### src/rtl/sia_pkg.sv
package sia_pkg;

  typedef enum logic [1:0] {
    VAR_FULL  = 2'd0,
    VAR_SWORD = 2'd1,
    VAR_UWORD = 2'd2,
    VAR_RSVD  = 2'd3
  } sia_variant_e;

  localparam int CC_W = 3;
  localparam logic [CC_W-1:0] CC_NEG  = 3'b100;
  localparam logic [CC_W-1:0] CC_POS  = 3'b010;
  localparam logic [CC_W-1:0] CC_ZERO = 3'b001;
  localparam logic [CC_W-1:0] CC_NONE = 3'b000;

endpackage

### src/rtl/sia_index_extend.sv
module sia_index_extend
  import sia_pkg::*;
#(
  parameter int XLEN = 64,
  parameter int WORD = 32
) (
  input  logic [XLEN-1:0] idx_in,
  input  sia_variant_e    variant,
  output logic [XLEN-1:0] idx_ext,
  output logic            illegal
);

  localparam int PAD = XLEN - WORD;

  logic [WORD-1:0] low_word;
  assign low_word = idx_in[WORD-1:0];

  always_comb begin
    illegal = 1'b0;
    unique case (variant)
      VAR_FULL:  idx_ext = idx_in;
      VAR_SWORD: idx_ext = {{PAD{low_word[WORD-1]}}, low_word};
      VAR_UWORD: idx_ext = {{PAD{1'b0}}, low_word};
      default: begin
        idx_ext = '0;
        illegal = 1'b1;
      end
    endcase
  end

endmodule

### src/rtl/sia_shift_add.sv
module sia_shift_add #(
  parameter int XLEN    = 64,
  parameter int SCALE_W = 2
) (
  input  logic [XLEN-1:0]    base,
  input  logic [XLEN-1:0]    idx_ext,
  input  logic [SCALE_W-1:0] scale,
  output logic [XLEN-1:0]    sum
);

  localparam int AMT_W = SCALE_W + 1;

  logic [AMT_W-1:0] amount;
  logic [XLEN-1:0]  scaled;

  assign amount = AMT_W'(scale) + AMT_W'(1);
  assign scaled = idx_ext << amount;
  assign sum    = base + scaled;

endmodule

### src/rtl/sia_cond_code.sv
module sia_cond_code
  import sia_pkg::*;
#(
  parameter int XLEN = 64
) (
  input  logic [XLEN-1:0] value,
  output logic [CC_W-1:0] code
);

  always_comb begin
    if (value[XLEN-1])    code = CC_NEG;
    else if (value == '0) code = CC_ZERO;
    else                  code = CC_POS;
  end

endmodule

### src/rtl/sia_out_stage.sv
module sia_out_stage #(
  parameter int W         = 65,
  parameter bit REGISTERED = 1'b1
) (
  input  logic         clk,
  input  logic         rst,
  input  logic         up_valid,
  output logic         up_ready,
  input  logic [W-1:0] up_data,
  output logic         dn_valid,
  input  logic         dn_ready,
  output logic [W-1:0] dn_data
);

  generate
    if (REGISTERED) begin : g_reg
      logic         vld_q;
      logic [W-1:0] dat_q;

      assign up_ready = !vld_q || dn_ready;

      always_ff @(posedge clk) begin
        if (rst) begin
          vld_q <= 1'b0;
        end else if (up_ready) begin
          vld_q <= up_valid;
        end
      end

      always_ff @(posedge clk) begin
        if (up_valid && up_ready) dat_q <= up_data;
      end

      assign dn_valid = vld_q;
      assign dn_data  = dat_q;

      p_hold_stall_r9: assert property (@(posedge clk) disable iff (rst)
        (dn_valid && !dn_ready) |=> (dn_valid && $stable(dn_data)));

      p_ready_rule_r9: assert property (@(posedge clk) disable iff (rst)
        (dn_valid && !dn_ready) |-> !up_ready);

      p_valid_follow_r8: assert property (@(posedge clk) disable iff (rst)
        (up_valid && up_ready) |=> dn_valid);

      p_reset_clear_r10: assert property (@(posedge clk)
        rst |=> !dn_valid);
    end else begin : g_pass
      assign up_ready = dn_ready;
      assign dn_valid = up_valid;
      assign dn_data  = up_data;
    end
  endgenerate

endmodule

### src/rtl/scaled_index_unit.sv
module scaled_index_unit
  import sia_pkg::*;
#(
  parameter int XLEN    = 64,
  parameter int WORD    = 32,
  parameter int SCALE_W = 2,
  parameter bit REG_OUT = 1'b1
) (
  input  logic               clk,
  input  logic               rst,
  input  logic               in_valid,
  output logic               in_ready,
  input  logic [XLEN-1:0]    in_base,
  input  logic [XLEN-1:0]    in_index,
  input  logic [SCALE_W-1:0] in_scale,
  input  logic [1:0]         in_variant,
  input  logic               in_record,
  output logic               out_valid,
  input  logic               out_ready,
  output logic [XLEN-1:0]    out_result,
  output logic               out_illegal,
  output logic [CC_W-1:0]    out_cc
);

  localparam int PAY_W = XLEN + 1;

  sia_variant_e    variant;
  logic [XLEN-1:0] idx_ext;
  logic [XLEN-1:0] raw_sum;
  logic [XLEN-1:0] result;
  logic            illegal;
  logic [CC_W-1:0] cc_new;
  logic [CC_W-1:0] cc_q;
  logic            accept;
  logic            cc_load;
  logic [PAY_W-1:0] pay_in;
  logic [PAY_W-1:0] pay_out;

  assign variant = sia_variant_e'(in_variant);

  sia_index_extend #(.XLEN(XLEN), .WORD(WORD)) u_extend (
    .idx_in  (in_index),
    .variant (variant),
    .idx_ext (idx_ext),
    .illegal (illegal)
  );

  sia_shift_add #(.XLEN(XLEN), .SCALE_W(SCALE_W)) u_shift_add (
    .base    (in_base),
    .idx_ext (idx_ext),
    .scale   (in_scale),
    .sum     (raw_sum)
  );

  assign result = illegal ? '0 : raw_sum;

  sia_cond_code #(.XLEN(XLEN)) u_cond (
    .value (result),
    .code  (cc_new)
  );

  assign accept  = in_valid && in_ready;
  assign cc_load = accept && in_record && !illegal;

  always_ff @(posedge clk) begin
    if (rst)          cc_q <= CC_NONE;
    else if (cc_load) cc_q <= cc_new;
  end

  assign pay_in = {illegal, result};

  sia_out_stage #(.W(PAY_W), .REGISTERED(REG_OUT)) u_out (
    .clk      (clk),
    .rst      (rst),
    .up_valid (in_valid),
    .up_ready (in_ready),
    .up_data  (pay_in),
    .dn_valid (out_valid),
    .dn_ready (out_ready),
    .dn_data  (pay_out)
  );

  assign out_illegal = pay_out[XLEN];
  assign out_result  = pay_out[XLEN-1:0];

  generate
    if (REG_OUT) begin : g_cc_reg
      assign out_cc = cc_q;
    end else begin : g_cc_comb
      assign out_cc = cc_load ? cc_new : cc_q;
    end
  endgenerate

  p_cc_hold_r7: assert property (@(posedge clk) disable iff (rst)
    (accept && !in_record) |=> $stable(cc_q));

  p_rsvd_no_cc_r5: assert property (@(posedge clk) disable iff (rst)
    (accept && variant == VAR_RSVD) |=> $stable(cc_q));

  p_cc_onehot_r6: assert property (@(posedge clk) disable iff (rst)
    $onehot0(cc_q));

  p_illegal_zero_r5: assert property (@(posedge clk) disable iff (rst)
    (out_valid && out_illegal) |-> (out_result == '0));

endmodule

### config.mk
export PLATFORM = sky130hd
export DESIGN_NAME = scaled_index_unit
export DESIGN_NICKNAME = d
export VERILOG_FILES = /design/src/rtl/sia_pkg.sv /design/src/rtl/sia_index_extend.sv /design/src/rtl/sia_shift_add.sv /design/src/rtl/sia_cond_code.sv /design/src/rtl/sia_out_stage.sv /design/src/rtl/scaled_index_unit.sv
export SDC_FILE = /design/constraint.sdc
export NUM_CORES = 1
export LEC_CHECK = 0
export BUFFER_PORTS_ARGS = -buffer_cell sky130_fd_sc_hd__buf_2
export CORE_ASPECT_RATIO = 1.75
export CORE_UTILIZATION = 59
export DETAILED_ROUTE_END_ITERATION = 10
export GPL_ROUTABILITY_DRIVEN = 1
export GPL_TIMING_DRIVEN = 0
export PLACE_DENSITY = 0.86
export SYNTH_ARGS = -nofsm -noshare
export SYNTH_HDL_FRONTEND = slang
export SYNTH_HIERARCHICAL = 1
export SYNTH_SLANG_ARGS = --single-unit
### constraint.sdc
create_clock -name clk -period 10.86 [get_ports clk]
set_input_delay 1.629 -clock clk [delete_from_list [all_inputs] [get_ports clk]]
set_output_delay 1.629 -clock clk [all_outputs]
set_load 0.005 [all_outputs]
**Word-level counts from Yosys, hierarchy flattened**

Cells that the tools add are included.

- Flip-flop bits (word level): 69
- Latch bits: 0
- RAM bits: 0
- ROM bits: 0
- Input port bits: 137
- Output and inout port bits: 70
- Logic and storage cells: 21
- Memories kept: 0

- Add/subtract/negate cells: 2
- $mul: 0
- Divide/modulo/power cells: 0
- Magnitude comparators: 0
- Equality and inequality tests: 2
- Shift-type cells: 1
- Multiplexer cells: 5
- Bitwise gates (word level): 0
- Reduce and logical (&&, ||, !) cells: 8

Operator list:

| cell | number |
|---|---|
| 64-bit one-hot mux with 3 select lines | 1 |
| 64-bit adder | 1 |
| 64-bit zero test | 1 |
| 64-bit two-way mux | 1 |
| 64-bit by 3-bit << shifter with 64-bit output | 1 |
| 2-bit by 1-bit adder with 3-bit output, second input constant | 1 |
| 1-bit logical AND | 3 |
| 3-bit two-way mux | 1 |
| 3-bit OR reduction | 1 |
| 2-bit by 1-bit == test with 1-bit output, second input constant | 1 |
| 2-bit == test, second input constant | 1 |
| 2-bit zero test | 1 |
| 2-bit two-way mux | 1 |
| 1-bit zero test | 1 |
| 1-bit logical OR | 1 |
| 1-bit two-way mux | 1 |

**Depth between registers and ports, before layout**

- Depth after elaboration: 8
- Depth in mapped cells: 26
- Gate-level depth less buffers: 24

**Hierarchy**

Netlist, hierarchy kept.

By module, submodules not included:

| module | times used | cells an instance | area an instance (um^2) | seq. area each (um^2) |
|---|---|---|---|---|
| sia_shift_add | 1 | 749 | 5,920.7 | 0.0 |
| sia_out_stage | 1 | 70 | 2,006.9 | 1,971.9 |
| sia_index_extend | 1 | 112 | 629.4 | 0.0 |
| scaled_index_unit | 1 | 85 | 578.1 | 60.1 |
| sia_cond_code | 1 | 23 | 173.9 | 0.0 |

**Least setup slack after synthesis**

OpenSTA, ideal clock, no wires.

- Kind: in2reg
- From: in in_scale[0]
- To: reg cc_q[1] (netlist: out_cc[1])
- Setup time: 119 ps
- Data arrival time: 6,408 ps
- Data required time: 10,741 ps
- Setup slack: 4,333 ps
- Stages on the path: 22
- Path buffers: 3
- Cell sequence: ha_1 > clkbuf_1 > clkbuf_1 > mux2_2 > mux4_2 > ha_1 > buf_4 > nand2_1 > or4_1 > a2111o_1 > nand3_1 > a31oi_1 > o21ai_0 > a21oi_1 > xnor2_1 > nor2b_1 > nor4_1 > nand4_1 > nor4_2 > nor2_1 > nand2b_1 > mux2i_1

- Longest elaborated chain between the ends: 7

RTL lines:

| item | line | source |
|---|---|---|
| start: declaration | scaled_index_unit.sv:15 | `input logic [SCALE_W-1:0] in_scale,` |
| 2-bit by 1-bit adder with 3-bit output | sia_shift_add.sv:16 | `assign amount = AMT_W'(scale) + AMT_W'(1);` |
| 64-bit by 3-bit << shifter with 64-bit output | sia_shift_add.sv:17 | `assign scaled = idx_ext << amount;` |
| 64-bit adder | sia_shift_add.sv:18 | `assign sum = base + scaled;` |
| via raw_sum[42] | scaled_index_unit.sv:29 | `logic [XLEN-1:0] raw_sum;` |
| 64-bit two-way mux | scaled_index_unit.sv:55 | `assign result = illegal ? '0 : raw_sum;` |
| via result[42] | scaled_index_unit.sv:30 | `logic [XLEN-1:0] result;` |
| 64-bit zero test | sia_cond_code.sv:12 | `else if (value == '0) code = CC_ZERO;` |
| 2-bit two-way mux | sia_cond_code.sv:12 |  |
| 3-bit two-way mux | sia_cond_code.sv:11 | `if (value[XLEN-1]) code = CC_NEG;` |
| via cc_new[1] | scaled_index_unit.sv:32 | `logic [CC_W-1:0] cc_new;` |
| end signal: assignment | scaled_index_unit.sv:67 | `else if (cc_load) cc_q <= cc_new;` |
| end: declaration | scaled_index_unit.sv:33 | `logic [CC_W-1:0] cc_q;` |

The timed path passes the listed nets, and every way through them passes these cells.
A chain may end at the register's enable or synchronous reset.

**Worst setup path in the final report**

Same ends and word-level chain as after synthesis.

==> qor.json <==
{
  "status": "finished, final reports clean",
  "synthCells": 1039,
  "antenna-diode-count": 0,
  "post-dp-hpwl_um": 23270,
  "cts_hold_buf": 0,
  "final_critical_path_setup_slack_ns": 2.799,
  "timing.hold.worst.class": "reg -> reg",
  "worst_path_dominant_cell_family": "compound AO/OA/AOI/OAI gates",
  "die_h_um": 168.2,
  "cp_cell_sequence": "buf_2 -> ha_1 -> clkbuf_1 -> clkbuf_1 -> mux2_2 -> a22oi_1 -> o21ai_0 -> ha_1 -> a2111oi_0 -> o21ai_0 -> nand2_1 -> o21ai_0 -> a21oi_1 -> o221ai_1 -> a21oi_1 -> o21ai_0 -> xor2_1 -> nor2b_1 -> nor4_1 -> nand4_1 -> nor4_2 -> nor2_1 -> nand2b_1 -> mux2i_1",
  "fin_worst_skew_ns": 0.004627,
  "finalWirelength_um": 27910,
  "hold_violations_final": 0,
  "cts.reportedPaths.clkPinSlew_ns": 0.06,
  "cts.sink_count": 69,
  "synth-warning-count": 6,
  "synth_fp_nets": 1241,
  "postSynth.asyncResetShare_pct": 0,
  "dominantRegCellSynth": "edfxtp_1",
  "chipWidth_um": 96.95,
  "worstPathBufferInverterCount": 3,
  "yosys.cell_count.top_type": "a21oi_1",
  "rsz_0062_raised_after_global_routing": "no",
  "critical_path.endpoint_type": "flip-flop",
  "core_area_sq_mm": 0.01539,
  "layout-area-overhead-vs-synth_pct": 17.00,
  "cts_buffer_depth": 2,
  "worst_ep_arrival_time_ns": 8.29,
  "final_setup_violating_endpoints": 0,
  "initial_standard_cell_utilization_of_the_core_pct": 60.49,
  "max_freq_ghz": 0.1240,
  "clock_tree_from_tritoncts": "built",
  "yosysSeqAreaShare_pct": 21.83,
  "post-synth-top-area-cell": "edfxtp_1",
  "cts_htree_levels": 3,
  "rrSetupSlack_ns": 9.37,
  "post-cts-setup-buffer-count": 0,
  "worstSetupStartpointType": "primary input",
  "vdd_ir_drop_max_mv": 0.08039,
  "design.die.area_sq_mm": 0.01630,
  "cp.required_ns": 11.08,
  "drt_first_iter_violations": 696,
  "critical_path.most_common_cell": "o21ai_0",
  "detail_route.vias_per_cell": 6.243,
  "synth_enable_flop_cells": 65,
  "final_net_count": 1457,
  "syn_avg_cell_area_sq_um": 8.960,
  "drt_drc_violations_left": 0,
  "critical_path.max_fanout": 10,
  "finalCriticalPeriod_ns": 8.061,
  "timing.slew.headroom_pct": 46.82,
  "fill_cell_total_of_the_finished_layout": 1262,
  "slowest_delay_ns": 0.59,
  "final_max_slew_viols": 0,
  "ys_top_cells_by_area": "edfxtp_1 21%, mux4_2 11%, ha_1 8.6%, mux2_2 6.7%, a21oi_1 6.2%",
  "worstSkewPairLatency_ns": 0.33,
  "num_io_pins": 207,
  "globalRoute.totalOverflow": 0,
  "core.rowCount": 60,
  "maxCapViolCount": 0,
  "crit_path_top_delay_cell": "clkbuf_1",
  "yosys.cell_types.count": 69,
  "cts.repair.resized": 0,
  "antenna_violating_nets_post_route": 0,
  "antenna_found_initial": 0,
  "grt_pass1_vias": 8890,
  "timing.setup.tns_ns": 0,
  "pin_count_of_the_biggest_net_entering_global_routing": 66,
  "synth.top_cell.area_share_pct": 20.97,
  "global_route_usage_over_all_layers_pct": 33.87,
  "synth.top_cells.by_count": "116 x a21oi_1, 69 x nor2b_1, 68 x nand2_1, 65 x edfxtp_1, 64 x ha_1",
  "drt_pass1_iterations": 5,
  "dp_slack_ns": 2.865,
  "port_buffers": 205,
  "worst-setup-path-type": "in -> reg",
  "cts_made_buffers": 9,
  "layout_worst_path_cycle_share_pct": 74.23,
  "fin_util_pct": 70.77,
  "mappedNetlistArea_sq_mm": 0.009309,
  "tightest_slew_ns": 0.7977,
  "p_per_area_mw_per_mm2": 138.5,
  "synth_seq_cells": 69,
  "static-leakage-power_nw": 4.680,
  "clock-root-buffer": "clkbuf_16",
  "wire_per_inst_um": 19.30,
  "post_route_cells_drive_above_1_share_pct": 30.00,
  "total_number_of_vias": 9027,
  "gp_congestion": 0.9800,
  "first_pass_grt_wire_length_um": 43940
}
cells by family after synthesis:
logic type | Yosys count | share of synthesized area [%]
AO/OA/AOI/OAI | 282 | 18.75
AND/OR/NAND/NOR | 357 | 21.13
XOR/XNOR | 60 | 5.645
adder cells (fa/ha/maj) | 65 | 8.817
flip-flops | 69 | 21.83
buffers and inverters | 90 | 4.435
multiplexers | 116 | 19.40
final timing paths:
kind	start	endpoint	depth (start not counted)
hold / removal	out_cc[2]	out_cc[2]	2
setup reg to reg	u_out/dn_valid	u_out/dn_data[14]	2
hold reg to reg	out_cc[2]	out_cc[2]	2
setup / recovery	in_scale[0]	out_cc[1]	24
layout make-up:
type                       count  area [sq um]  area share (%)
clock buffer                   9         225.2           2.068
multi-input combinational    880          6864           63.02
clock inverter                 7         98.84          0.9075
sequential                    69          2032           18.66
inverter                      21         78.83          0.7237
buffer                        69         334.1           3.067
timing repair buffer         205          1026           9.420
tap                          186         232.7           2.137
per-layer routing:
layer,global-route usage [%],routed length [um],vias to the layer above
met5,0,0,-
met2,63.17,14670,390
met1,37.52,10520,4218
met4,17.91,1371,0
li1,-,-,4332
met3,3.279,1351,87
cells in the final DEF, fill, tap and decap left out, types with 5 or more instances in the layout:
cell type | netlist | final
buf_2 | 27 | 232
a21oi_1 | 116 | 116
nor2b_1 | 69 | 69
nand2_1 | 68 | 68
edfxtp_1 | 65 | 65
ha_1 | 64 | 64
mux2_2 | 55 | 55
nor2_1 | 49 | 49
o21ai_0 | 48 | 48
mux4_2 | 46 | 46
nand2b_1 | 43 | 43
xnor2_1 | 39 | 39
and2_1 | 35 | 35
a21o_1 | 33 | 33
clkbuf_1 | 31 | 31
nand4_1 | 30 | 30
inv_1 | 21 | 21
xor2_1 | 21 | 21
o21bai_1 | 18 | 18
nor4_1 | 16 | 16
mux2i_1 | 15 | 15
nor3_1 | 15 | 15
nand3_1 | 11 | 11
a211oi_1 | 10 | 10
clkbuf_16 | 0 | 9
o21a_1 | 9 | 9
a31oi_1 | 8 | 8
o211ai_1 | 6 | 6
nor4_2 | 5 | 5
buf_1 | 5 | 5
power breakdown:
| part | total [mW] | internal, mW | switching (mW) |
|---|---|---|---|
| Combinational | 0.826 | 0.356 | 0.470 |
| Clock | 0.310 | 0.202 | 0.109 |
| Sequential | 0.372 | 0.360 | 0.0119 |
registers in the layout, indices dropped and copies added, names as in the netlist:
| register | cells |
|---|---|
| u_out/dn_data | 65 |
| out_cc | 3 |
| u_out/dn_valid | 1 |
per-stage QoR:
stage | instances | power [mW] | hold WS [ns] | area [sq um]
after floorplan | 1039 | 0.9484 | 0.4644 | 9309
after global placement | 1430 | 1.166 | 0.4568 | 10570
after global routing | 1446 | 1.595 | 0.5046 | 10890
after detailed placement | 1430 | 1.180 | 0.4730 | 10570
after CTS | 1446 | 1.498 | 0.4834 | 10890
final | 1446 | 1.509 | 0.4796 | 10890
tightest hold or removal path, stage by stage, from the launching register on:
cell and delay [ns]:
dfxtp_1 0.31, nand2b_1 0.07, mux2i_1 0.06
(Power assumes the default switching activity.)
